`config.mk`:
```
export PLATFORM = sky130hd
export DESIGN_NAME = bus_pack_writer
export DESIGN_NICKNAME = d
export VERILOG_FILES = /design/src/rtl/bpw_pkg.sv /design/src/rtl/bpw_cfg_latch.sv /design/src/rtl/bpw_beat_ctr.sv /design/src/rtl/bpw_lane_pack.sv /design/src/rtl/bus_pack_writer.sv
export SDC_FILE = /design/constraint.sdc
export NUM_CORES = 1
export LEC_CHECK = 0
export CORE_UTILIZATION = 64
export CTS_CLUSTER_SIZE = 30
export DETAILED_ROUTE_END_ITERATION = 7
export DONT_BUFFER_PORTS = 1
export PLACE_DENSITY = 0.92
export SYNTH_ARGS = -nofsm -noshare
export SYNTH_HDL_FRONTEND = slang
export SYNTH_SLANG_ARGS = --single-unit
```
`constraint.sdc`:
```
create_clock -name clk -period 2.3 [get_ports clk]
set_input_delay 0.23 -clock clk [delete_from_list [all_inputs] [get_ports clk]]
set_output_delay 0.23 -clock clk [all_outputs]
set_load 0.01 [all_outputs]
```
`src/rtl/bpw_pkg.sv`:
```
package bpw_pkg;

  typedef enum logic [1:0] {
    SZ_LONG = 2'd0,
    SZ_HALF = 2'd1,
    SZ_BYTE = 2'd2
  } bsize_e;

  function automatic bsize_e decode_size(input logic [1:0] code);
    case (code)
      2'd1:    return SZ_HALF;
      2'd2:    return SZ_BYTE;
      default: return SZ_LONG;
    endcase
  endfunction

endpackage

```
`src/rtl/bpw_cfg_latch.sv`:
```
module bpw_cfg_latch
  import bpw_pkg::*;
(
  input  logic       clk,
  input  logic       rst,
  input  logic [1:0] size_in,
  input  logic       big_in,
  output bsize_e     mode,
  output logic       big
);

  // Settings are sampled only while reset is asserted.
  always_ff @(posedge clk) begin
    if (rst) begin
      mode <= decode_size(size_in);
      big  <= big_in;
    end
  end

endmodule

```
`src/rtl/bpw_beat_ctr.sv`:
```
module bpw_beat_ctr #(
  parameter int CNT_W = 2
) (
  input  logic             clk,
  input  logic             rst,
  input  logic             adv,
  input  logic [CNT_W-1:0] last_idx,
  output logic [CNT_W-1:0] cnt,
  output logic             last
);

  assign last = (cnt == last_idx);

  always_ff @(posedge clk) begin
    if (rst)      cnt <= '0;
    else if (adv) cnt <= last ? '0 : cnt + CNT_W'(1);
  end

endmodule

```
`src/rtl/bpw_lane_pack.sv`:
```
module bpw_lane_pack #(
  parameter int LANE_W = 9,
  parameter int LANES  = 4,
  localparam int DATA_W = LANE_W * LANES
) (
  input  logic              clk,
  input  logic              rst,
  input  logic              load,
  input  logic [LANES-1:0]  sel,
  input  logic [DATA_W-1:0] src,
  output logic [DATA_W-1:0] word
);

  for (genvar i = 0; i < LANES; i++) begin : g_lane
    logic [LANE_W-1:0] hold_q;

    always_ff @(posedge clk) begin
      if (rst)                  hold_q <= '0;
      else if (load && sel[i])  hold_q <= src[i*LANE_W +: LANE_W];
    end

    assign word[i*LANE_W +: LANE_W] = sel[i] ? src[i*LANE_W +: LANE_W] : hold_q;
  end

endmodule

```
`src/rtl/bus_pack_writer.sv`:
```
module bus_pack_writer
  import bpw_pkg::*;
#(
  parameter int LANE_W = 9,
  parameter int LANES  = 4,
  localparam int DATA_W = LANE_W * LANES
) (
  input  logic              clk,
  input  logic              rst,
  input  logic [1:0]        cfg_size,
  input  logic              cfg_big_end,
  input  logic              wr_en,
  input  logic [DATA_W-1:0] wr_data,
  output logic              wr_ready,
  input  logic              fifo_full,
  output logic              fifo_push,
  output logic [DATA_W-1:0] fifo_data
);

  localparam int CNT_W = (LANES > 2) ? $clog2(LANES) : 1;
  localparam int HALF  = LANES / 2;

  bsize_e            mode;
  logic              big;
  logic              accept;
  logic              last;
  logic [CNT_W-1:0]  cnt;
  logic [CNT_W-1:0]  last_idx;
  logic [CNT_W-1:0]  byte_idx;
  logic              half_idx;
  logic [LANES-1:0]  sel;
  logic [DATA_W-1:0] src;

  bpw_cfg_latch u_cfg (
    .clk     (clk),
    .rst     (rst),
    .size_in (cfg_size),
    .big_in  (cfg_big_end),
    .mode    (mode),
    .big     (big)
  );

  assign wr_ready = !rst && !fifo_full;
  assign accept   = wr_en && wr_ready;

  always_comb begin
    case (mode)
      SZ_HALF: last_idx = CNT_W'(1);
      SZ_BYTE: last_idx = CNT_W'(LANES - 1);
      default: last_idx = '0;
    endcase
  end

  bpw_beat_ctr #(.CNT_W(CNT_W)) u_ctr (
    .clk      (clk),
    .rst      (rst),
    .adv      (accept),
    .last_idx (last_idx),
    .cnt      (cnt),
    .last     (last)
  );

  assign byte_idx = big ? (CNT_W'(LANES - 1) - cnt) : cnt;
  assign half_idx = big ? ~cnt[0] : cnt[0];

  for (genvar i = 0; i < LANES; i++) begin : g_route
    localparam logic UPPER = (i >= HALF);
    logic              sel_i;
    logic [LANE_W-1:0] src_i;

    always_comb begin
      case (mode)
        SZ_BYTE: begin
          sel_i = (byte_idx == CNT_W'(i));
          src_i = wr_data[LANE_W-1:0];
        end
        SZ_HALF: begin
          sel_i = (half_idx == UPPER);
          src_i = wr_data[(i % HALF)*LANE_W +: LANE_W];
        end
        default: begin
          sel_i = 1'b1;
          src_i = wr_data[i*LANE_W +: LANE_W];
        end
      endcase
    end

    assign sel[i]                    = sel_i;
    assign src[i*LANE_W +: LANE_W]   = src_i;
  end

  bpw_lane_pack #(.LANE_W(LANE_W), .LANES(LANES)) u_pack (
    .clk  (clk),
    .rst  (rst),
    .load (accept && !last),
    .sel  (sel),
    .src  (src),
    .word (fifo_data)
  );

  assign fifo_push = accept && last;

endmodule

```
==> run_results.csv <==
group,metric,value,unit
clock_network,insertion_delay,290,ps
logic_synthesis,yosysSeqAreaShare,0.3056,
grt,grt_overflow,0,
floorplanning,rows,23,
logic_synthesis,synth-main-ff-cell,"dfxtp_1",
placement,placed_area,2838,um^2
hold_path,holdPathStages,1,
worst_setup_path,crit_arrival,2060,ps
grt,antenna_found_initial,0,
clock_network,clkSinkCount,41,
floorplanning,io-pin-count,81,
logic_synthesis,synthXorXnorAreaFrac,0.006292,
logic_synthesis,synth-seq-cells,41,
timing,hold_viol,0,
detailed_routing,drc_errors,0,
timing,fmax,0.4361,GHz
logic_synthesis,synth_top_family_by_area,"multiplexers",
detailed_routing,drt_iter0_drc,237,
worst_setup_path,worstPathRequired,2070,ps
logic_synthesis,synth_edf_count,3,
logic_synthesis,synth.distinct_cells,41,
logic_synthesis,netlist_area,2784,um^2
timing,maxSlewHeadroom,0.5928,
logic_synthesis,synthArstFlopShare,0,
logic_synthesis,yosysTopAreaCell,"dfxtp_1",
timing,slew_violations,0,
timing,min_period,2293,ps
finish,drive_gt1_frac,0.4144,
pwr,p_leak,0.001150,uW
detailed_routing,ant_nets,0,
worst_setup_path,end_kind,"output port",
floorplanning,dieArea,4618,um^2
clock_network,cts_inserted_buffers,5,
logic_synthesis,ys_warn_count,0,
logic_synthesis,synth_area_leaders,"dfxtp_1 27%, mux2_2 22%, a211oi_2 4.9%",
grt,grt_max_degree,35,
outcome,status,"finished clean",
worst_setup_path,cp_max_fo,10,
finish,final_util,0.7630,
detailed_routing,postRouteWirelength,6.957,mm
clock_network,cts-htree-levels,2,
placement,dpl.hpwl,4.743,mm
logic_synthesis,syn_nets,332,
pwr,ir_drop,0.5427,mV
clock_network,cts_tree,"yes",
grt,grt_pass1_wl,9.770,mm
floorplanning,die_w,67.96,um
logic_synthesis,netlist_instances,285,
detailed_routing,dr.pass1.iters,5,
grt,grt_pass1_vias,2044,
finish,area_delta_synth_final,12.00,%
detailed_routing,vias,2306,
floorplanning,initial_core_util,0.6813,
timing,hold_slack,9.594,ps
worst_setup_path,start_kind,"flop",
timing,rsz0062_at_grt,"true",
finish,design_area,3118,um^2
timing,max_slew.worst_pin.slew,608.9,ps
logic_synthesis,synth_mux_area_frac,0.2544,
finish,antennaDiodeCount,0,
clock_network,cts-root-buf,"clkbuf_8",
clock_network,cts_buffer_depth,2,
timing,fin_skew,3.842,ps
finish,final_nets,338,
placement,gp_congestion,0.8819,
logic_synthesis,avgSynthCellArea,9.768,um^2
logic_synthesis,synthSimpleGateAreaFrac,0.1676,
grt,grtUsageTotal,0.2866,
detailed_routing,drt-vias-per-instance,6.743,
clock_network,clkTransAtPathRegs,70,ps
worst_setup_path,crit_type,"flop to output port",
hold_path,hp-class,"primary input to flop",
placement,io_buffers,0,
logic_synthesis,synth_compound_gate_area_share,0.1960,
floorplanning,chipHeight,67.96,um
detailed_routing,routedWlPerCell,20.34,um
worst_setup_path,r2r_cells,6,
logic_synthesis,yosysTopAreaCellShare,0.2733,
floorplanning,core_area,4086,um^2
timing,period_share,0.9971,
timing,setup-violations-final,0,
run,drv_cap,0,
pwr,power.density,634.2,nW/um^2
logic_synthesis,yosys.area_share.adder,0.01798,
==> area by class of cell <==
cell class	count	area, um^2
multi-input combinational	219	1916
fill	265	968.4
sequential	41	850.8
timing repair buffer	21	197.7
clock buffer	8	80.08
tap	50	62.56
inverter	3	11.26
==> placed cells by master (no fill, tap or decap), types with 5 or more instances in the layout <==
cell type,count
nor3_1,9
clkbuf_8,5
nor4_1,9
mux2_2,49
mux2i_1,10
a211oi_2,10
a21oi_2,9
dfxtp_1,38
buf_4,13
o21ai_0,10
a21oi_1,12
a22oi_1,9
nor2_1,13
nand2_1,12
mux2_4,5
nor2b_1,20
a31oi_1,9
==> power by group <==
group | switching, uW | internal (uW)
combinational | 412 | 333
clock | 234 | 216
sequential | 28.0 | 755
total | 674 | 1300
==> Yosys cell counts, types with 5 or more instances <==
cell type  count
a22oi_1        9
a211oi_2      11
mux2i_1       10
nor3_1         9
mux2_2        54
clkbuf_1       9
a21oi_1       20
dfxtp_1       38
nand2_1       12
o21ai_0       10
nor2_1        14
nor2b_1       20
buf_2          5
nor4_1         9
a31oi_1        9
==> sequential cells by signal, summed over array words and instances (netlist names) <==
register and count:
u_pack.g_lane.hold_q 36, u_cfg.big 1, u_ctr.cnt 2, u_cfg.mode 2
==> layer usage <==
metal	up-vias	global-route usage	routed length (um)
li1	1067	-	-
met4	0	0.1120	130
met5	-	0	0
met1	1099	0.3472	2742
met2	125	0.4755	3411
met3	15	0.08000	673
==> stage by stage <==
step / setup slack, ps / std cells / TNS, ps / power, uW
final: 6.751 / 342 / 0 / 1977
after global routing: -43.67 / 342 / -808.5 / 2078
after CTS: -12.39 / 338 / -95.32 / 1920
after detailed placement: 115.4 / 327 / 0 / 1429
after global placement: 214.0 / 327 / 0 / 1409
after floorplan: 210.6 / 285 / 0 / 1323
==> final timing paths <==
kind                                                              start                                      end  slack, ps
worst max-delay path                            u_cfg.mode[1]$_DFFE_PP_                            fifo_data[29]          7
worst min-delay path                                                rst  u_pack.g_lane[1].hold_q[8]$_SDFFE_PP0P_         10
worst max register to register                  u_cfg.mode[1]$_DFFE_PP_  u_pack.g_lane[3].hold_q[3]$_SDFFE_PP0P_        130
worst min register to register  u_pack.g_lane[1].hold_q[6]$_SDFFE_PP0P_  u_pack.g_lane[1].hold_q[6]$_SDFFE_PP0P_        540
==> kinds of logic after synthesis <==
kind of cell	Yosys count
multiplexers	64
AND/OR/NAND/NOR	80
AO/OA/AOI/OAI	68
XOR/XNOR	2
adder cells (fa/ha/maj)	4
buffers and inverters	26
flip-flops	41
==> what timing repair did <==
action | CTS | global route
gates resized for setup | 15 | 21
pin swaps | 2 | 6
cloned | 0 | 2
setup buffers | 2 | 1
hold buffers | 1 | 1
endpoints found under the setup margin | 36 | 36
hold endpoints to repair | 10 | 1
==> worst max-delay path, stage by stage (launching register included) <==
cell and delay, ps:
edfxtp_1 500, ha_4 330, buf_8 170, nor3_4 200, buf_6 180, mux2_2 390
(Power assumes the default switching activity.)
